<file path="src/rtl/rue_pkg.sv">
package rue_pkg;

    localparam int WORD_W = 64;

    typedef logic [WORD_W-1:0] word_t;

    typedef enum logic [2:0] {
        ST_IDLE,
        ST_INIT,
        ST_READ,
        ST_WAIT,
        ST_WRITE
    } rue_state_e;

    // One step of the sign-selected shift/XOR recurrence
    function automatic word_t rue_step(input word_t v);
        word_t mask;
        mask = v[WORD_W-1] ? word_t'(7) : word_t'(0);
        return {v[WORD_W-2:0], 1'b0} ^ mask;
    endfunction

endpackage

</file>
<file path="src/rtl/rue_gen.sv">
module rue_gen
    import rue_pkg::*;
(
    input  logic  clk,
    input  logic  rst,
    input  logic  load,
    input  word_t seed,
    input  logic  step,
    output word_t rnd
);

    always_ff @(posedge clk) begin
        if (rst)
            rnd <= '0;
        else if (load)
            rnd <= seed;
        else if (step)
            rnd <= rue_step(rnd);
    end

    // new bit 0 equals the old sign bit (mask 7 vs 0)
    a_r2_mask_by_sign: assert property (@(posedge clk) disable iff (rst)
        (step && !load) |=> (rnd[0] == $past(rnd[WORD_W-1])));

    // bits above the mask are a plain shift
    a_r2_shift_upper: assert property (@(posedge clk) disable iff (rst)
        (step && !load) |=> (rnd[WORD_W-1:3] == $past(rnd[WORD_W-2:2])));

endmodule

</file>
<file path="src/rtl/rue_ctrl.sv">
module rue_ctrl
    import rue_pkg::*;
#(
    parameter int DEPTH = 16,
    parameter int CNT_W = 16,
    localparam int AW   = $clog2(DEPTH)
) (
    input  logic             clk,
    input  logic             rst,
    input  logic             start,
    input  logic [CNT_W-1:0] count,
    output rue_state_e       state,
    output logic [AW-1:0]    init_idx,
    output logic             gen_load,
    output logic             gen_step,
    output logic             busy,
    output logic             done
);

    localparam logic [AW-1:0] LAST_IDX = AW'(DEPTH - 1);

    logic [CNT_W-1:0] remain;
    logic             init_last;

    assign init_last = (init_idx == LAST_IDX);
    assign busy      = (state != ST_IDLE);
    assign gen_load  = (state == ST_IDLE) && start;
    assign gen_step  = ((state == ST_INIT) && init_last && (remain != '0))
                     || (state == ST_WAIT);

    always_ff @(posedge clk) begin
        if (rst) begin
            state    <= ST_IDLE;
            init_idx <= '0;
            remain   <= '0;
            done     <= 1'b0;
        end else begin
            done <= 1'b0;
            case (state)
                ST_IDLE: begin
                    if (start) begin
                        state    <= ST_INIT;
                        init_idx <= '0;
                        remain   <= count;
                    end
                end
                ST_INIT: begin
                    init_idx <= init_idx + 1'b1;
                    if (init_last) begin
                        if (remain == '0) begin
                            state <= ST_IDLE;
                            done  <= 1'b1;
                        end else begin
                            state <= ST_READ;
                        end
                    end
                end
                ST_READ:  state <= ST_WAIT;
                ST_WAIT:  state <= ST_WRITE;
                ST_WRITE: begin
                    if (remain == CNT_W'(1)) begin
                        state <= ST_IDLE;
                        done  <= 1'b1;
                    end else begin
                        state  <= ST_READ;
                        remain <= remain - 1'b1;
                    end
                end
                default: state <= ST_IDLE;
            endcase
        end
    end

    // a read is always followed by one wait and then a write
    a_r6_read_then_wait: assert property (@(posedge clk) disable iff (rst)
        (state == ST_READ) |=> (state == ST_WAIT));
    a_r6_wait_then_write: assert property (@(posedge clk) disable iff (rst)
        (state == ST_WAIT) |=> (state == ST_WRITE));

    // done lasts a single cycle, and busy is already low
    a_r7_done_one_cycle: assert property (@(posedge clk) disable iff (rst)
        done |=> !done);
    a_r7_done_idle: assert property (@(posedge clk) disable iff (rst)
        done |-> !busy);

    // start while busy never restarts initialisation
    a_r9_start_ignored: assert property (@(posedge clk) disable iff (rst)
        (busy && start && state != ST_INIT) |=> (state != ST_INIT));

    // no read before initialisation has finished
    a_r3_init_before_read: assert property (@(posedge clk) disable iff (rst)
        (state == ST_INIT && !init_last) |=> (state == ST_INIT));

endmodule

</file>
<file path="src/rtl/rue_memif.sv">
module rue_memif
    import rue_pkg::*;
#(
    parameter int DEPTH = 16,
    localparam int AW   = $clog2(DEPTH)
) (
    input  logic          clk,
    input  logic          rst,
    input  rue_state_e    state,
    input  logic [AW-1:0] init_idx,
    input  word_t         rnd,
    input  word_t         mem_rdata,
    output logic          mem_en,
    output logic          mem_we,
    output logic [AW-1:0] mem_addr,
    output word_t         mem_wdata
);

    typedef struct packed {
        logic [AW-1:0] addr;
        word_t         data;
    } wr_req_t;

    wr_req_t pend;

    // Capture the merged word during the wait cycle
    always_ff @(posedge clk) begin
        if (rst)
            pend <= '0;
        else if (state == ST_WAIT)
            pend <= '{addr: rnd[AW-1:0], data: mem_rdata ^ rnd};
    end

    always_comb begin
        mem_en    = 1'b0;
        mem_we    = 1'b0;
        mem_addr  = '0;
        mem_wdata = '0;
        case (state)
            ST_INIT: begin
                mem_en    = 1'b1;
                mem_we    = 1'b1;
                mem_addr  = init_idx;
                mem_wdata = word_t'(init_idx);
            end
            ST_READ: begin
                mem_en   = 1'b1;
                mem_addr = rnd[AW-1:0];
            end
            ST_WRITE: begin
                mem_en    = 1'b1;
                mem_we    = 1'b1;
                mem_addr  = pend.addr;
                mem_wdata = pend.data;
            end
            default: ;
        endcase
    end

endmodule

</file>
<file path="src/rtl/rand_update_engine.sv">
module rand_update_engine
    import rue_pkg::*;
#(
    parameter int DEPTH = 16,
    parameter int CNT_W = 16,
    localparam int AW   = $clog2(DEPTH)
) (
    input  logic             clk,
    input  logic             rst,
    input  logic             start,
    input  logic [63:0]      seed,
    input  logic [CNT_W-1:0] count,
    output logic             busy,
    output logic             done,
    output logic             mem_en,
    output logic             mem_we,
    output logic [AW-1:0]    mem_addr,
    output logic [63:0]      mem_wdata,
    input  logic [63:0]      mem_rdata
);

    rue_state_e    state;
    logic [AW-1:0] init_idx;
    logic          gen_load;
    logic          gen_step;
    word_t         rnd;

    rue_ctrl #(.DEPTH(DEPTH), .CNT_W(CNT_W)) u_ctrl (
        .clk      (clk),
        .rst      (rst),
        .start    (start),
        .count    (count),
        .state    (state),
        .init_idx (init_idx),
        .gen_load (gen_load),
        .gen_step (gen_step),
        .busy     (busy),
        .done     (done)
    );

    rue_gen u_gen (
        .clk  (clk),
        .rst  (rst),
        .load (gen_load),
        .seed (seed),
        .step (gen_step),
        .rnd  (rnd)
    );

    rue_memif #(.DEPTH(DEPTH)) u_memif (
        .clk       (clk),
        .rst       (rst),
        .state     (state),
        .init_idx  (init_idx),
        .rnd       (rnd),
        .mem_rdata (mem_rdata),
        .mem_en    (mem_en),
        .mem_we    (mem_we),
        .mem_addr  (mem_addr),
        .mem_wdata (mem_wdata)
    );

    // reset leaves the engine idle with the port quiet
    a_r1_reset_idle: assert property (@(posedge clk)
        rst |=> (!busy && !done && !mem_en));

    // the write of an update goes to the address read two cycles before
    a_r4_write_same_addr: assert property (@(posedge clk) disable iff (rst)
        (state == ST_WRITE) |-> (mem_addr == $past(mem_addr, 2)));

    // the memory is never accessed in the wait cycle
    a_r6_wait_quiet: assert property (@(posedge clk) disable iff (rst)
        (state == ST_WAIT) |-> !mem_en);

endmodule

</file>
<file path="config.mk">
export PLATFORM = sky130hd
export DESIGN_NAME = rand_update_engine
export DESIGN_NICKNAME = d
export VERILOG_FILES = /design/src/rtl/rue_pkg.sv /design/src/rtl/rue_gen.sv /design/src/rtl/rue_ctrl.sv /design/src/rtl/rue_memif.sv /design/src/rtl/rand_update_engine.sv
export SDC_FILE = /design/constraint.sdc
export NUM_CORES = 1
export LEC_CHECK = 0
export BUFFER_PORTS_ARGS = -buffer_cell sky130_fd_sc_hd__buf_2
export CORE_MARGIN = 5
export CORE_UTILIZATION = 41
export DETAILED_ROUTE_END_ITERATION = 10
export PLACE_DENSITY = 0.7
export REMOVE_ABC_BUFFERS = 1
export SYNTH_ARGS = -nofsm -noshare
export SYNTH_HDL_FRONTEND = slang
export SYNTH_HIERARCHICAL = 1
export SYNTH_SLANG_ARGS = --single-unit
export TNS_END_PERCENT = 1
</file>
<file path="constraint.sdc">
create_clock -name clk -period 2.4 [get_ports clk]
set_input_delay 0.24 -clock clk [delete_from_list [all_inputs] [get_ports clk]]
set_output_delay 0.24 -clock clk [all_outputs]
set_load 0.02 [all_outputs]
</file>
==> results of run 1 <==
## cells by family after synthesis
| logic type | synth area share, % |
|---|---|
| adders and majority gates | 0.4538 |
| muxes | 8.106 |
| and+or+nand+nor | 23.43 |
| xor gates and xnor gates | 7.093 |
| buffers and inverters | 6.322 |
| DFF | 37.75 |
| AOI/OAI and AO/OA | 16.85 |
## registers in the layout, indices dropped and copies added (netlist names)
register / count
u_ctrl/done: 1
u_ctrl/init_idx: 4
u_ctrl/remain: 16
u_gen/rnd: 64
u_ctrl/state: 3
u_memif/pend: 68
## worst max-delay path: stages, from the launching register on
cell     delay, ns
dfxtp_1       0.54
buf_4         0.27
nor2b_1       0.36
a311o_1       0.25
buf_2         0.17
## cell usage in the layout (no fill, tap or decap), types with 8 or more instances in the layout
| master | n |
|---|---|
| and2_1 | 62 |
| nor4bb_1 | 8 |
| buf_2 | 217 |
| nand3b_1 | 10 |
| mux2i_1 | 67 |
| clkbuf_16 | 18 |
| nor3_1 | 8 |
| nor2_1 | 28 |
| nor2b_1 | 67 |
| a211oi_1 | 65 |
| nand3_1 | 8 |
| buf_4 | 24 |
| dfxtp_1 | 156 |
| nand2_1 | 13 |
| o21ai_0 | 17 |
| xnor2_1 | 67 |
| a21oi_1 | 35 |
| nand2b_1 | 77 |
| o22ai_1 | 64 |
## per-stage QoR
stage               std cells  setup WS (ns)  setup TNS (ns)  hold WS, ns
finish                   1372         0.1556               0      0.09286
detailed placement       1337         0.1208               0       0.4644
floorplan                 821         -3.794         -275.87       0.3046
CTS                      1369        0.08649               0      0.07367
global route             1372       0.007374               0       0.1021
global placement         1337         0.2247               0       0.4555
## routing by layer
metal	global-route usage [%]	share of wire [%]	vias up
li1	-	-	3552
met1	23.92	45	3262
met2	29.93	48	187
met3	4.807	5.3	25
met4	5.308	1.6	2
met5	0	0.059	-
## synthesized netlist by cell type (2+ instances only)
| master | count |
|---|---|
| nand2b_2 | 2 |
| xnor2_1 | 67 |
| dfxtp_1 | 156 |
| o221ai_1 | 3 |
| a211oi_1 | 65 |
| nand2_1 | 13 |
| inv_1 | 6 |
| nor4_1 | 6 |
| nand3_1 | 8 |
| a311o_1 | 4 |
| or2_2 | 3 |
| nand3b_1 | 10 |
| nor3_1 | 8 |
| o22ai_1 | 64 |
| buf_6 | 10 |
| a21o_2 | 5 |
| a22oi_1 | 3 |
| nor3b_1 | 2 |
| o21ai_0 | 18 |
| or4b_1 | 2 |
| or3_1 | 2 |
| mux2i_1 | 67 |
| buf_12 | 6 |
| nor4bb_1 | 8 |
| a21oi_1 | 36 |
| or3b_1 | 2 |
| nor2_1 | 28 |
| and2_1 | 62 |
| ha_1 | 3 |
| buf_1 | 6 |
| and3_1 | 2 |
| nand2b_1 | 77 |
| nor2b_1 | 67 |
| clkbuf_1 | 34 |
| buf_4 | 3 |
| buf_2 | 14 |
## layout make-up
| class | count | area (µm²) |
|---|---|---|
| Fill cell | 1953 | 9902 |
| Multi-Input combinational cell | 658 | 4667 |
| Sequential cell | 156 | 3123 |
| Timing Repair Buffer | 247 | 1391 |
| Clock buffer | 19 | 452.9 |
| Tap cell | 270 | 337.8 |
| Clock inverter | 13 | 133.9 |
| Inverter | 7 | 26.28 |
| Antenna cell | 2 | 5.005 |
## path summary, 6_finish.rpt
path / start / endpoint / slack [ns] / cells after the start
max reg2reg: u_ctrl/remain[0]$_SDFFE_PP0P_ / u_gen/rnd[59]$_SDFFE_PP0P_ / 0.17 / 9
min: mem_rdata[56] / u_memif/pend[56]$_SDFFE_PP0N_ / 0.09 / 3
min reg2reg: u_memif/pend[67]$_SDFFE_PP0N_ / u_memif/pend[67]$_SDFFE_PP0N_ / 0.47 / 2
max: u_ctrl/state[1]$_SDFFE_PP0P_ / mem_addr[1] / 0.16 / 4
## power by group through the flow
stage	sequential, mW	combinational [mW]	clock, mW
after floorplan	2.94	0.667	0
after global placement	2.98	1.02	0
after detailed placement	2.99	1.03	0
after CTS	2.93	1.04	2.75
after global routing	2.95	1.15	2.86
final	2.93	1.04	2.68
==> metrics.cfg, run 1 <==
[die]
initial_core_util_pct=41.28
fp.dieW_um=152.1
rows=52
ios=219
dieArea_um2=23120
die_y_um=152.1
core_area_um2=20040

[route]
wirelength_um=22220
vias=7028
first_pass_iters=4
drt_iter0_markers=336
wl_per_cell_um=16.19
final_antenna_net_count=0
viasPerCell=5.122
drc=0

[global_routing]
grt_max_degree=165
grt.overflow.total=0
grt_use_total_pct=18.31
grt_first_pass_wirelength_um=35590
antenna_found_initial=3
grt_pass1_vias=6937

[setup_path]
required_ns=2.16
arrival_ns=2.00
crit_type=reg2out
end_kind=output port
critPathLaunchType=register
critPathMaxFanout=15

[power]
p_sw_share_pct=27.93
p_total_mw=6.651
p_int_mw=4.794
cellPowerDensity_nw_per_um2=656.1
ir_worst_vdd_v=0.0004333
clkPwrFrac_pct=40.3
p_seq_share_pct=44.1
leakage_nw=3.866
combPwrFrac_pct=15.6
power.switching_mw=1.857

[worst_hold_path]
hold_class=in2reg

[flow_run]
drv_cap=0

[synth]
ys_seq_area_share_pct=37.75
ys_types=60
syn-cell-area_um2=8273
synth_edf_count=0
synth_top_area_share_pct=37.75
ys.flop_type=dfxtp_1
synth.ff_latch_count=156
syn_inst=896
ys_top_cells_by_area=dfxtp_1, mux2i_1, xnor2_1
ys_warn_count=6
syn_area_per_cell_um2=9.233
async_flop_share_pct=0
synth_top_cell_by_area=dfxtp_1

[final_layout]
finalInstanceArea_um2=10140
fin_nets=1237
drive_above_1_share_pct=27.45
syn_to_final_growth_pct=22.53
fin_util_pct=50.59

[outcome]
status=complete, no violations

[sta]
finClkSkew_ns=0.006998
period_share_pct=93.52
fin_crit_ns=2.244
fmax_ghz=0.4455
tightest_slew_ns=0.7418
final_hold_viol_count=0
slew_headroom_pct=50.54
rsz0062_at_grt=false
finalSetupViolations=0
slew_viol_final=0

[cts]
htree_levels=4
cts_tree=built
cts_setup_buffers=0
ctsHoldBuffers=0
cts_sinks=156
clk_latency_ns=0.41
cts_root_buf=clkbuf_16
clkSlewWorstSetupHoldPaths_ns=0.07
cts_buffers=17
clock_path_buffers=2
cts_resized=0

[place]
place_hpwl_um=14880
port-buffer-count=218
dpl_cell_area_um2=9515
globalplace.congestion=0.8077

No activity file was read; power rests on OpenSTA's default activity.
==> run 2, diff against run 1 <==
- PLACE_DENSITY: 0.7 -> 0.71
- SYNTH_HIERARCHICAL: 1 -> unset
- clock period: 2.4 -> 2 ns (I/O delays scaled with it)
==> run 2 against run 1 <==
Effect of this change: critical path type is now reg2reg; the run now ends with negative setup slack left; first-iteration DRC count grew 40%; sequential cell count is the same; highest routed layer unchanged; sequential power grew 21%; largest power group unchanged; clock skew grew 0.0019 ns; setup slack lost 0.32 ns; via count grew 8.2%; critical path depth grew 2; sequential share of layout area is essentially flat.
==> metrics.cfg, run 2 <==
[outcome]
status=finished with violations  ; was complete, no violations
violations=negative setup slack

[synth]
ys.flop_type=dfxtp_1  ; unchanged
synth_commonest_cells=nand2_1, dfxtp_1, nor2_1, clkbuf_1, a211oi_1  ; was dfxtp_1, nand2b_1, mux2i_1, nor2b_1, xnor2_1
syn_inst=955  ; was 896
ys_types=54  ; was 60
ys_seq_area_share_pct=40.20  ; was 37.75%
synth_edf_count=0  ; unchanged
async_flop_share_pct=0  ; unchanged
synth.most_common_cell=nand2_1  ; was dfxtp_1
ys_warn_count=0  ; was 6
ys_top_cells_by_area=dfxtp_1, nand2_1, xnor2_1  ; was dfxtp_1, mux2i_1, xnor2_1
syn-cell-area_um2=7769  ; was 8273 µm²
synth.ff_latch_count=156  ; unchanged
syn_area_per_cell_um2=8.135  ; was 9.233 µm²
synth_top_area_share_pct=40.20  ; was 37.75%
synth_top_cell_by_area=dfxtp_1  ; unchanged

[route]
vias=7602  ; was 7028
drt_iter0_markers=469  ; was 336
wirelength_um=23080  ; was 22220 µm
wl_per_cell_um=16.50  ; was 16.19 µm
first_pass_iters=4  ; unchanged
viasPerCell=5.434  ; was 5.122
drc=0  ; unchanged
final_antenna_net_count=0  ; unchanged

[sta]
period_share_pct=108.2
final_hold_viol_count=0  ; unchanged
slew_headroom_pct=64.60  ; was 50.54%
slew_viol_final=0  ; unchanged
finalSetupViolations=70  ; was 0
setup_ws_ns=-0.1635  ; was 0.1556 ns
fin_crit_ns=2.163
whs_ns=0.04897  ; was 0.09286 ns
fmax_ghz=0.4622
tightest_slew_ns=0.5310  ; was 0.7418 ns
rsz0062_at_grt=true  ; was false
finClkSkew_ns=0.008936  ; was 0.006998 ns
tns_ns=-7.268  ; was 0 ns

[setup_path]
reg2reg_slack_ns=-0.16  ; was 0.17 ns
critPathLaunchType=register  ; unchanged
crit_type=reg2reg  ; was reg2out
critPathMaxFanout=33  ; was 15
end_kind=register  ; was output port
arrival_ns=2.48  ; was 2.00 ns
required_ns=2.32  ; was 2.16 ns

[global_routing]
grt_first_pass_wirelength_um=36780  ; was 35590 µm
grt_pass1_vias=7306  ; was 6937
antenna_found_initial=2  ; was 3
grt_max_degree=73  ; was 165
grt.overflow.total=0  ; unchanged
grt_use_total_pct=20.38  ; was 18.31%

[place]
globalplace.congestion=0.8557  ; was 0.8077
placedCellCount=1367  ; was 1337
port-buffer-count=218  ; unchanged
place_hpwl_um=15710  ; was 14880 µm
dpl_cell_area_um2=9296  ; was 9515 µm²

[die]
initial_core_util_pct=41.53  ; was 41.28%
rows=50  ; was 52
fp.dieW_um=147.7  ; was 152.1 µm
core_area_um2=18710  ; was 20040 µm²
dieArea_um2=21800  ; was 23120 µm²
ios=219  ; unchanged
die_y_um=147.7  ; was 152.1 µm

[final_layout]
fillers=1721  ; was 1953
layout_commonest_cell=buf_2  ; unchanged
largest_register=u_memif.pend  ; was u_memif/pend
n_antenna_cell=0  ; was 2
finalInstanceArea_um2=10170  ; was 10140 µm²
reg_top3=u_memif.pend x68, u_gen.rnd x64, u_ctrl.remain x16  ; was u_memif/pend x68, u_gen/rnd x64, u_ctrl/remain x16
drive_above_1_share_pct=31.24  ; was 27.45%
final_cell_mix=buf_2, nand2_1, dfxtp_1  ; was buf_2, dfxtp_1, nand2b_1
fin_cells=1399  ; was 1372
fin_nets=1302  ; was 1237
syn_to_final_growth_pct=30.95  ; was 22.53%
largest_register_ffs=68  ; unchanged

[cts]
cts_tree=built  ; unchanged
cts_sinks=156  ; unchanged
cts_setup_buffers=0  ; unchanged
clkSlewWorstSetupHoldPaths_ns=0.06  ; was 0.07 ns
cts_root_buf=clkbuf_16  ; unchanged
clk_latency_ns=0.42  ; was 0.41 ns
clock_path_buffers=2  ; unchanged
cts_buffers=17  ; unchanged
htree_levels=4  ; unchanged

[flow_run]
drv_cap=0  ; unchanged

[power]
p_total_mw=8.408  ; was 6.651 mW
ir_worst_vdd_v=0.0005280  ; was 0.0004333 V
cellPowerDensity_nw_per_um2=826.4  ; was 656.1 nW/µm²
leakage_nw=3.959  ; was 3.866 nW

[worst_hold_path]
hold_class=in2reg  ; unchanged

-- run 2: changes by cell type after synthesis, sizes merged, moves of 13 or more --
cell | previous run | this run
mux2i | 67 | 0
nor3 | 8 | 67
a21oi | 37 | 24
nor2b | 67 | 3
o22ai | 64 | 1
nand2 | 13 | 166
clkbuf | 36 | 74
nor2 | 28 | 83
a311oi | 0 | 63
nand2b | 79 | 2
buf | 39 | 17
-- run 2: through the flow --
stage / utilization, % / worst slack [ns]
after floorplan: - / -3.143
after global placement: 49.70 / -0.1852
after detailed placement: 49.70 / -0.2499
after CTS: 53.39 / -0.1923
after global routing: 54.39 / -0.2401
final: 54.39 / -0.1635
-- run 2: report_power, final --
part           leakage (nW)  switching [mW]  total, mW  internal, mW
combinational          2.41           0.913       1.68         0.772
sequential             1.28           0.223       3.55          3.33
clock                 0.272            1.29       3.17          1.88
-- run 2: worst max-delay path: stages, from the launching register on --
cell and delay, ns:
dfxtp_2 0.32, or4_4 0.55, nor4b_4 0.31, a31oi_4 0.14, or2_4 0.29, buf_12 0.18
a311oi_2 0.25
-- run 2: routing by layer --
layer | share of wire [%] | up-vias | global-route usage (%)
met5 | 0.082 | - | 0
met2 | 47 | 260 | 32.35
met1 | 45 | 3512 | 27.18
li1 | - | 3783 | -
met4 | 2.2 | 4 | 7.735
met3 | 6.4 | 43 | 4.506
-- run 2: cells by family (layout without fill, tap and decap cells) --
family,count (synthesis),in the layout,synth area share (%)
xor gates and xnor gates,67,67,7.554
DFF,156,156,40.20
buffers and inverters,96,306,5.428
AOI/OAI and AO/OA,216,216,21.26
muxes,1,1,0.1449
and+or+nand+nor,416,416,24.93
adders and majority gates,3,3,0.4832
-- run 2: final timing paths --
check / start / end / depth (start not counted)
max reg2reg: u_ctrl.remain[6]$_SDFFE_PP0P_ / u_gen.rnd[47]$_SDFFE_PP0P_ / 6
min: seed[37] / u_gen.rnd[37]$_SDFFE_PP0P_ / 3
max: u_ctrl.remain[6]$_SDFFE_PP0P_ / u_gen.rnd[47]$_SDFFE_PP0P_ / 6
min reg2reg: u_memif.pend[67]$_SDFFE_PP0P_ / u_memif.pend[67]$_SDFFE_PP0P_ / 2
-- run 2: layout make-up --
class / instances / area, µm² / share of cell area, %
clock inverters: 9 / 111.4 / 1.095
inverters: 5 / 18.77 / 0.1845
repair buffers: 269 / 1629 / 16.01
clock buffers: 23 / 457.9 / 4.501
multi-input cells: 703 / 4531 / 44.53
well taps: 234 / 292.8 / 2.878
flip-flops and latches: 156 / 3133 / 30.80
-- run 2: timing repair --
action | 4_1_cts | 5_1_grt
endpoints found under the setup margin | 120 | 108
cloned | 0 | 0
pin swaps | 1 | 1
hold endpoints to repair | 0 | 0
resized for setup | 28 | 39
hold buffers | 0 | 0
